`src/rtl/alux_pkg.sv`:
```
package alux_pkg;

   typedef enum logic [3:0] {
      K_NONE, K_ADD_T, K_ADD_W, K_SUB_T, K_SUB_W,
      K_AND, K_OR, K_XOR, K_NOR, K_LT_S, K_LT_U,
      K_UPPER, K_SHL, K_SHR_L, K_SHR_A
   } alu_kind_e;

   typedef enum logic [1:0] {B_REG, B_SEXT, B_ZEXT} bsrc_e;

   typedef struct packed {
      alu_kind_e kind;
      bsrc_e     bsrc;
      logic      cnt_reg;
   } alu_ctrl_t;

   localparam logic [5:0] OPC_REG   = 6'b000000;
   localparam logic [5:0] OPC_ADDIT = 6'b001000;
   localparam logic [5:0] OPC_ADDIW = 6'b001001;
   localparam logic [5:0] OPC_LTIS  = 6'b001010;
   localparam logic [5:0] OPC_LTIU  = 6'b001011;
   localparam logic [5:0] OPC_ANDI  = 6'b001100;
   localparam logic [5:0] OPC_ORI   = 6'b001101;
   localparam logic [5:0] OPC_XORI  = 6'b001110;
   localparam logic [5:0] OPC_UPPER = 6'b001111;

endpackage

```
`src/rtl/alux_decode.sv`:
```
module alux_decode
   import alux_pkg::*;
(
   input  logic [5:0] opc_i,
   input  logic [5:0] fn_i,
   output alu_ctrl_t  ctrl_o
);

   always_comb begin
      ctrl_o = '{kind: K_NONE, bsrc: B_REG, cnt_reg: 1'b0};
      unique case (opc_i)
         OPC_REG: begin
            case (fn_i)
               6'b100000: ctrl_o.kind = K_ADD_T;
               6'b100001: ctrl_o.kind = K_ADD_W;
               6'b100010: ctrl_o.kind = K_SUB_T;
               6'b100011: ctrl_o.kind = K_SUB_W;
               6'b100100: ctrl_o.kind = K_AND;
               6'b100101: ctrl_o.kind = K_OR;
               6'b100110: ctrl_o.kind = K_XOR;
               6'b100111: ctrl_o.kind = K_NOR;
               6'b101010: ctrl_o.kind = K_LT_S;
               6'b101011: ctrl_o.kind = K_LT_U;
               6'b000000: ctrl_o.kind = K_SHL;
               6'b000010: ctrl_o.kind = K_SHR_L;
               6'b000011: ctrl_o.kind = K_SHR_A;
               6'b000100: begin ctrl_o.kind = K_SHL;   ctrl_o.cnt_reg = 1'b1; end
               6'b000110: begin ctrl_o.kind = K_SHR_L; ctrl_o.cnt_reg = 1'b1; end
               6'b000111: begin ctrl_o.kind = K_SHR_A; ctrl_o.cnt_reg = 1'b1; end
               default:   ctrl_o.kind = K_NONE;
            endcase
         end
         OPC_ADDIT: begin ctrl_o.kind = K_ADD_T; ctrl_o.bsrc = B_SEXT; end
         OPC_ADDIW: begin ctrl_o.kind = K_ADD_W; ctrl_o.bsrc = B_SEXT; end
         OPC_LTIS:  begin ctrl_o.kind = K_LT_S;  ctrl_o.bsrc = B_SEXT; end
         OPC_LTIU:  begin ctrl_o.kind = K_LT_U;  ctrl_o.bsrc = B_SEXT; end
         OPC_ANDI:  begin ctrl_o.kind = K_AND;   ctrl_o.bsrc = B_ZEXT; end
         OPC_ORI:   begin ctrl_o.kind = K_OR;    ctrl_o.bsrc = B_ZEXT; end
         OPC_XORI:  begin ctrl_o.kind = K_XOR;   ctrl_o.bsrc = B_ZEXT; end
         OPC_UPPER: begin ctrl_o.kind = K_UPPER; ctrl_o.bsrc = B_ZEXT; end
         default:   ctrl_o.kind = K_NONE;
      endcase
   end

endmodule

```
`src/rtl/alux_adder.sv`:
```
module alux_adder #(
   parameter int XLEN = 32
) (
   input  logic [XLEN-1:0] a_i,
   input  logic [XLEN-1:0] b_i,
   input  logic            sub_i,
   output logic [XLEN-1:0] sum_o,
   output logic            ovf_o,
   output logic            lt_s_o,
   output logic            lt_u_o
);

   localparam int MSB = XLEN - 1;

   logic [XLEN-1:0] b_eff;
   logic [XLEN:0]   wide;

   always_comb begin
      b_eff  = b_i ^ {XLEN{sub_i}};
      wide   = {1'b0, a_i} + {1'b0, b_eff} + {{XLEN{1'b0}}, sub_i};
      sum_o  = wide[MSB:0];
      ovf_o  = (a_i[MSB] == b_eff[MSB]) && (wide[MSB] != a_i[MSB]);
      lt_u_o = ~wide[XLEN];
      lt_s_o = (a_i[MSB] != b_i[MSB]) ? a_i[MSB] : wide[MSB];
   end

endmodule

```
`src/rtl/alux_shifter.sv`:
```
module alux_shifter #(
   parameter int XLEN   = 32,
   parameter bit BARREL = 1'b1,
   localparam int SHW   = $clog2(XLEN)
) (
   input  logic [XLEN-1:0] data_i,
   input  logic [SHW-1:0]  amt_i,
   input  logic            left_i,
   input  logic            arith_i,
   output logic [XLEN-1:0] data_o
);

   generate
      if (BARREL) begin : g_staged
         always_comb begin
            logic [XLEN-1:0] v;
            v = data_i;
            for (int i = 0; i < SHW; i++) begin
               if (amt_i[i]) begin
                  if (left_i)
                     v = v << (1 << i);
                  else if (arith_i)
                     v = XLEN'($signed(v) >>> (1 << i));
                  else
                     v = v >> (1 << i);
               end
            end
            data_o = v;
         end
      end else begin : g_flat
         always_comb begin
            if (left_i)
               data_o = data_i << amt_i;
            else if (arith_i)
               data_o = XLEN'($signed(data_i) >>> amt_i);
            else
               data_o = data_i >> amt_i;
         end
      end
   endgenerate

endmodule

```
`src/rtl/alux_top.sv`:
```
module alux_top
   import alux_pkg::*;
#(
   parameter int XLEN   = 32,
   parameter int IMMW   = 16,
   parameter bit BARREL = 1'b1
) (
   input  logic [31:0]     instr_i,
   input  logic [XLEN-1:0] src_a_i,
   input  logic [XLEN-1:0] src_b_i,
   output logic [XLEN-1:0] result_o,
   output logic            overflow_o
);

   localparam int SHW = $clog2(XLEN);
   localparam int EXT = XLEN - IMMW;

   generate
      if ((1 << SHW) != XLEN || XLEN < 2 * IMMW || IMMW != 16) begin : g_bad_cfg
         $error("alux_top: XLEN must be a power of two >= 32 and IMMW must be 16");
      end
   endgenerate

   alu_ctrl_t       ctrl;
   logic [IMMW-1:0] imm;
   logic [XLEN-1:0] opnd_b, sum, shifted;
   logic [SHW-1:0]  cnt;
   logic            sub, add_ovf, lt_s, lt_u;
   logic            unused_fields;

   assign imm           = instr_i[IMMW-1:0];
   assign unused_fields = ^instr_i[25:16];

   alux_decode i_decode (
      .opc_i  (instr_i[31:26]),
      .fn_i   (instr_i[5:0]),
      .ctrl_o (ctrl)
   );

   always_comb begin
      unique case (ctrl.bsrc)
         B_SEXT:  opnd_b = {{EXT{imm[IMMW-1]}}, imm};
         B_ZEXT:  opnd_b = {{EXT{1'b0}}, imm};
         default: opnd_b = src_b_i;
      endcase
      sub = ctrl.kind inside {K_SUB_T, K_SUB_W, K_LT_S, K_LT_U};
      cnt = ctrl.cnt_reg ? src_a_i[SHW-1:0] : SHW'(instr_i[10:6]);
   end

   alux_adder #(.XLEN(XLEN)) i_adder (
      .a_i    (src_a_i),
      .b_i    (opnd_b),
      .sub_i  (sub),
      .sum_o  (sum),
      .ovf_o  (add_ovf),
      .lt_s_o (lt_s),
      .lt_u_o (lt_u)
   );

   alux_shifter #(.XLEN(XLEN), .BARREL(BARREL)) i_shifter (
      .data_i  (src_b_i),
      .amt_i   (cnt),
      .left_i  (ctrl.kind == K_SHL),
      .arith_i (ctrl.kind == K_SHR_A),
      .data_o  (shifted)
   );

   always_comb begin
      overflow_o = 1'b0;
      unique case (ctrl.kind)
         K_ADD_T, K_SUB_T: begin
            result_o   = sum;
            overflow_o = add_ovf;
         end
         K_ADD_W, K_SUB_W:        result_o = sum;
         K_AND:                   result_o = src_a_i & opnd_b;
         K_OR:                    result_o = src_a_i | opnd_b;
         K_XOR:                   result_o = src_a_i ^ opnd_b;
         K_NOR:                   result_o = ~(src_a_i | opnd_b);
         K_LT_S:                  result_o = {{(XLEN-1){1'b0}}, lt_s};
         K_LT_U:                  result_o = {{(XLEN-1){1'b0}}, lt_u};
         K_UPPER:                 result_o = {imm, {EXT{1'b0}}};
         K_SHL, K_SHR_L, K_SHR_A: result_o = shifted;
         default:                 result_o = '0;
      endcase
   end

endmodule

```
`config.mk`:
```
export PLATFORM = sky130hd
export DESIGN_NAME = alux_top
export DESIGN_NICKNAME = d
export VERILOG_FILES = /design/src/rtl/alux_pkg.sv /design/src/rtl/alux_decode.sv /design/src/rtl/alux_adder.sv /design/src/rtl/alux_shifter.sv /design/src/rtl/alux_top.sv
export SDC_FILE = /design/constraint.sdc
export NUM_CORES = 1
export LEC_CHECK = 0
export CORE_ASPECT_RATIO = 2
export CORE_MARGIN = 4
export CORE_UTILIZATION = 35
export DETAILED_ROUTE_END_ITERATION = 12
export PLACE_DENSITY_LB_ADDON = 0.12
export SKIP_LAST_GASP = 1
export SLEW_MARGIN = 20
export SYNTH_ARGS = -nofsm -noshare
export SYNTH_HDL_FRONTEND = slang
export SYNTH_SLANG_ARGS = --single-unit
```
`constraint.sdc`:
```
create_clock -name vclk -period 11.8
set_clock_uncertainty 0.15 [all_clocks]
set_input_delay 1.77 -clock vclk [all_inputs]
set_output_delay 1.77 -clock vclk [all_outputs]
set_load 0.05 [all_outputs]
```
**Word level (Yosys, flattened, before mapping)**

Cells that the tools add are included.

- Flip-flop bits (word level): 0
- Input port bits: 96
- Output and inout port bits: 33
- Logic and storage cells: 88

- $add $sub $neg: 2
- Equality and inequality tests: 42
- Muxes and demuxes: 25
- Bitwise logic cells: 6
- Reductions and logical operators: 13

Operators by type and width:

| cell | count |
|---|---|
| 32-bit two-way mux | 15 |
| 32-bit one-hot mux with 9 select lines | 1 |
| 32-bit one-hot mux with 2 select lines | 1 |
| 32-bit XOR | 2 |
| 6-bit equality test (second input constant) | 10 |
| 4-bit one-hot mux with 13 select lines | 1 |
| 6-bit by 4-bit equality test with 1-bit output (second input constant) | 8 |
| 4-bit one-hot mux with 9 select lines | 1 |
| 32-bit by 32-bit adder with 33-bit output | 1 |
| 33-bit by 1-bit adder with 33-bit output | 1 |
| 32-bit AND | 1 |
| 32-bit NOT | 1 |
| 32-bit OR | 1 |
| 4-bit equality test (second input constant) | 7 |
| 6-bit by 3-bit equality test with 1-bit output (second input constant) | 3 |
| 4-bit by 3-bit equality test with 1-bit output (second input constant) | 4 |
| 6-bit by 2-bit equality test with 1-bit output (second input constant) | 2 |
| 6-bit logical NOT | 2 |
| 4-bit OR reduction | 3 |
| 4-bit by 2-bit equality test with 1-bit output (second input constant) | 2 |
| 2-bit OR reduction | 4 |
| 3-bit OR reduction | 2 |
| 5-bit two-way mux | 1 |
| 4-bit by 1-bit equality test with 1-bit output (second input constant) | 1 |
| other kinds (9) | 13 |

**Logic depth before layout (Yosys ltp)**

- Word-level depth: 21
- Mapped depth: 23
- Depth with buffers taken out: 22

**Cells and area by module**

From an unflattened synthesis, not the netlist that was laid out.

- Cells, all modules: 1447
- Area total of the unflattened synthesis: 10104.7 um^2

By module, submodules not included:

| module | instances | cells each | area an instance (um^2) | sequential area each (um^2) |
|---|---|---|---|---|
| alux_shifter | 1 | 646 | 4291.6 | 0.0 |
| alux_top | 1 | 472 | 3459.6 | 0.0 |
| alux_adder | 1 | 295 | 2144.6 | 0.0 |
| alux_decode | 1 | 34 | 209.0 | 0.0 |

**Worst setup path before layout**

Ideal clock, no wire load.

- Path type: input port to output port
- Start point: input instr_i[31]
- End point: output overflow_o
- Arrival time: 8108 ps
- Data required time: 9880 ps
- Slack: 1772 ps
- Cell stages on the path: 22
- Buffers on the path: 2
- Path through: or3b_2 -> or2_2 -> ha_1 -> nor4b_4 -> clkbuf_1 -> nand3_1 -> nand2_1 -> o21ai_0 -> a21oi_1 -> clkbuf_1 -> xnor2_1 -> ha_1 -> a21o_1 -> a21o_1 -> a21oi_1 -> o21ai_0 -> a211oi_1 -> a2111oi_0 -> nor2_1 -> nand2_1 -> xnor2_1 -> nor4_1

- Word-level cells in the longest chain between the ends: 11
- Elaborated cells between the ends (all ways): 30
- Classes of those cells: add/sub (2); eq/ne (17); mux (4); bitwise (1); reduce/logical (6)

Ends and longest elaborated chain:

| item | line | source |
|---|---|---|
| start: declaration | alux_top.sv:8 | `input logic [31:0] instr_i,` |
| 6-bit by 4-bit equality test with 1-bit output | alux_decode.sv:11 | `unique case (opc_i)` |
| 4-bit OR reduction (no source line) | - |  |
| 2-bit one-hot mux with 2 select lines | alux_decode.sv:11 |  |
| 2-bit equality test / 2-bit by 1-bit equality test with 1-bit output (equally long branches) | alux_top.sv:41 | `unique case (ctrl.bsrc)` |
| 32-bit one-hot mux with 2 select lines | alux_top.sv:41 |  |
| 32-bit XOR | alux_adder.sv:19 | `b_eff = b_i ^ {XLEN{sub_i}};` |
| 32-bit by 32-bit adder with 33-bit output | alux_adder.sv:20 | `wide = {1'b0, a_i} + {1'b0, b_eff} + {{XLEN{1'b0}}, sub_i};` |
| 33-bit by 1-bit adder with 33-bit output | alux_adder.sv:20 |  |
| 1-bit inequality test | alux_adder.sv:22 | `ovf_o = (a_i[MSB] == b_eff[MSB]) && (wide[MSB] != a_i[MSB]);` |
| 1-bit logical AND | alux_adder.sv:22 |  |
| 1-bit two-way mux (*) | alux_top.sv:70 | `unique case (ctrl.kind)` |
| end: declaration | alux_top.sv:12 | `output logic overflow_o` |

Mark *: on every way between the ends. The rest lies on a longest branch, timed or not.

**Worst setup path in the final report**

- Start point: input instr_i[29]
- End point: output overflow_o

Same word-level chain as after synthesis.

==> summary.md <==
| Metric | Value |
|---|---|
| Run status | `finished, final reports clean` |
| Post-CTS Resized | `0` |
| Nets | `1650` |
| Final Cycle Share | `91.0%` |
| Clock buffer count | `0` |
| Detail Route Antenna Nets | `0` |
| Via density | `approximately 6.5` |
| Critical path data arrival time | `just under 9000 ps` |
| Grt total ovfl | `0` |
| Cell variety after synth | `82` |
| Post-Syn Area per Cell | `6.33 um2` |
| Busiest layer in global routing | `met2` |
| Final min period | `10740 ps` |
| Vias in the first global route | `11168` |
| Finished Core Util | `41.6%` |
| Crit path from | `instr_i[29]` |
| Top cells by area, synth | `ha_1, o21ai_0, nand2_1, a21oi_1, xnor2_1` |
| Met1 usage | `35.6%` |
| Gate Count Post-Synth | `1401` |
| Layout cells sized above 1 | `just over 6%` |
| Tightest Pin Transition | `roughly 1100 ps` |
| PwrDens | `39.8 nW/um2` |
| Met3 Usage GRT | `under 10%` |
| Crit path capture type | `output port` |
| Wire length per cell | `about 27 um` |
| Worst hold start | `src_a_i[26]` |
| Diode count | `0` |
| DP Worst Slack | `about 1100 ps` |
| Sequential element share of the synthesized area | `0%` |
| Slew Viols, Final | `0` |
| RD Place Congestion | `roughly 1.0` |
| Most common cell after layout, fill and taps aside | `nand2_1` |
| Initial DRC count | `around 1200` |
| Starting Density | `~35%` |
| Final hold vios | `0` |
| Top cell type's share of synthesized area | `between 10 and 15%` |
| Synth Cell Area | `around 9000 um2` |
| Half-perimeter wire length after placement | `about 39000 um` |
| FP Rows | `between 80 and 90` |
| First drt pass iteration count | `6` |
| Setup TNS | `0 ps` |
| Initial antenna violation count | `1` |
| Ports | `about 130` |
| Worst vdd ir | `~0.019 mV` |
| Met2 usage | `between 50% and 60%` |
| Fillers | `about 2800` |
| CTS hold repair buffers | `0` |
| Hold Path Class | `input port to output port` |
| I/O Buffers | `119` |
| Max Fclk | `around 93 MHz` |
| Startpoint Class | `input port` |
| Total number of vias | `between 10000 and 15000` |
| Pin count of the biggest net entering global routing | `55` |
| Endpoints failing setup | `0` |
| GRT Util Overall | `between 30% and 40%` |
| Seq_cells | `0` |
| Drt drc | `0` |
| Number of setup buffers added after CTS | `0` |
| Crit Path Category | `input port to output port` |
| Worst path required time | `between 9000 and 10000 ps` |
| Die height | `roughly 230 um` |
| Placed cells | `between 1500 and 2000` |
| Setup WS post-layout | `approximately 1100 ps` |
| Most frequent cells in the layout | `nand2_1, o21ai_0, clkdlybuf4s50_1` |
| Layout area overhead | `17.5%` |
| Core Box Area | `about 25000 um2` |
| Finished Layout Cells | `~1800` |
| Register Area | `0 um2` |
| Die area | `between 20000 and 30000 um2` |
| Synth Warn # | `0` |
| Unrepaired setup endpoints after global routing | `no` |
| Detailed Route WL | `~48000 um` |
| Cell accounting for the most synthesized area | `ha_1` |
| Lkg Pwr | `about 4.2 nW` |
| Slew margin rel. | `about a quarter` |
| Die width | `121 um` |
| Worst Path Max Fanout | `10` |
| Syn Nets | `1596` |
| First-pass GRT wire length | `between 70000 and 80000 um` |
| Max-Cap Viols | `0` |
| Worst hold stages | `8` |
## critical path, cell delays in order
cell,delay [ps]
clkdlybuf4s50_1,550
or3b_2,510
or2_2,320
ha_1,300
nor4b_4,340
nand3_1,150
nand2_1,200
o21ai_0,190
a21oi_4,480
xnor2_1,140
ha_1,350
a21o_1,220
a21o_1,180
a21oi_1,130
o21ai_0,130
a211oi_1,610
a2111oi_0,220
nor2_1,230
nand2_1,150
xnor2_1,200
nor4_1,520
clkdlybuf4s50_1,920
## path summary, 6_finish.rpt
path / end / slack, ps
max: overflow_o / 1060
min: result_o[26] / 4510
## cells in the mapped netlist, types with 7 or more instances
library cell / number
and2_1: 13
nor3_1: 30
buf_1: 7
o21a_1: 12
nand3_1: 55
a211o_1: 11
a211oi_1: 27
o211ai_1: 61
nor2_1: 88
a311o_1: 8
or3_1: 8
o2111ai_1: 9
xnor2_1: 53
clkbuf_1: 79
o21ai_0: 142
nand2_1: 170
o41ai_1: 7
a221o_1: 12
inv_1: 95
buf_2: 21
nand2b_1: 7
o31a_1: 8
mux2i_1: 14
ha_1: 98
o221ai_1: 10
a31o_2: 8
o21ai_1: 13
xor2_1: 10
a21oi_1: 110
nand4_1: 7
a31oi_1: 17
a222oi_1: 15
a221oi_1: 19
a21o_1: 34
and3_1: 9
a311oi_1: 9
## layout make-up
type,count,area [um2],area share [%]
timing repair buffer,164,1540,14.8
tap,336,420,4.04
inverter,95,357,3.42
multi-input combinational,1194,8100,77.7
## where the power goes
group	internal, W	total (W)	switching, W
Combinational	0.000153	0.000415	0.000262
Sequential	0	0	0
Clock	0	0	0
## metrics by stage
stage                     total power [W]  cell area, um2  hold WS, ps
after global routing             0.000448           10400         4610
after global placement           0.000404           10400         4540
after detailed placement         0.000405           10400         4510
final                            0.000415           10400         4510
after floorplan                  0.000257            8860         3680
after CTS                        0.000408           10400         4520
## metal layers
layer,vias to the layer above,share of wire (%)
met1,5575,36
met3,160,5.1
met4,2,8.9
met2,516,50
met5,-,0.025
li1,5393,-
## kinds of logic after synthesis
kind of cell	share of synthesized area [%]
compound gates	45.9
xor+xnor	6.23
fa+ha+maj	14.1
buf+inv	9.36
mux	2.72
simple gates	21.7
Power figures use the tool's default switching activity.
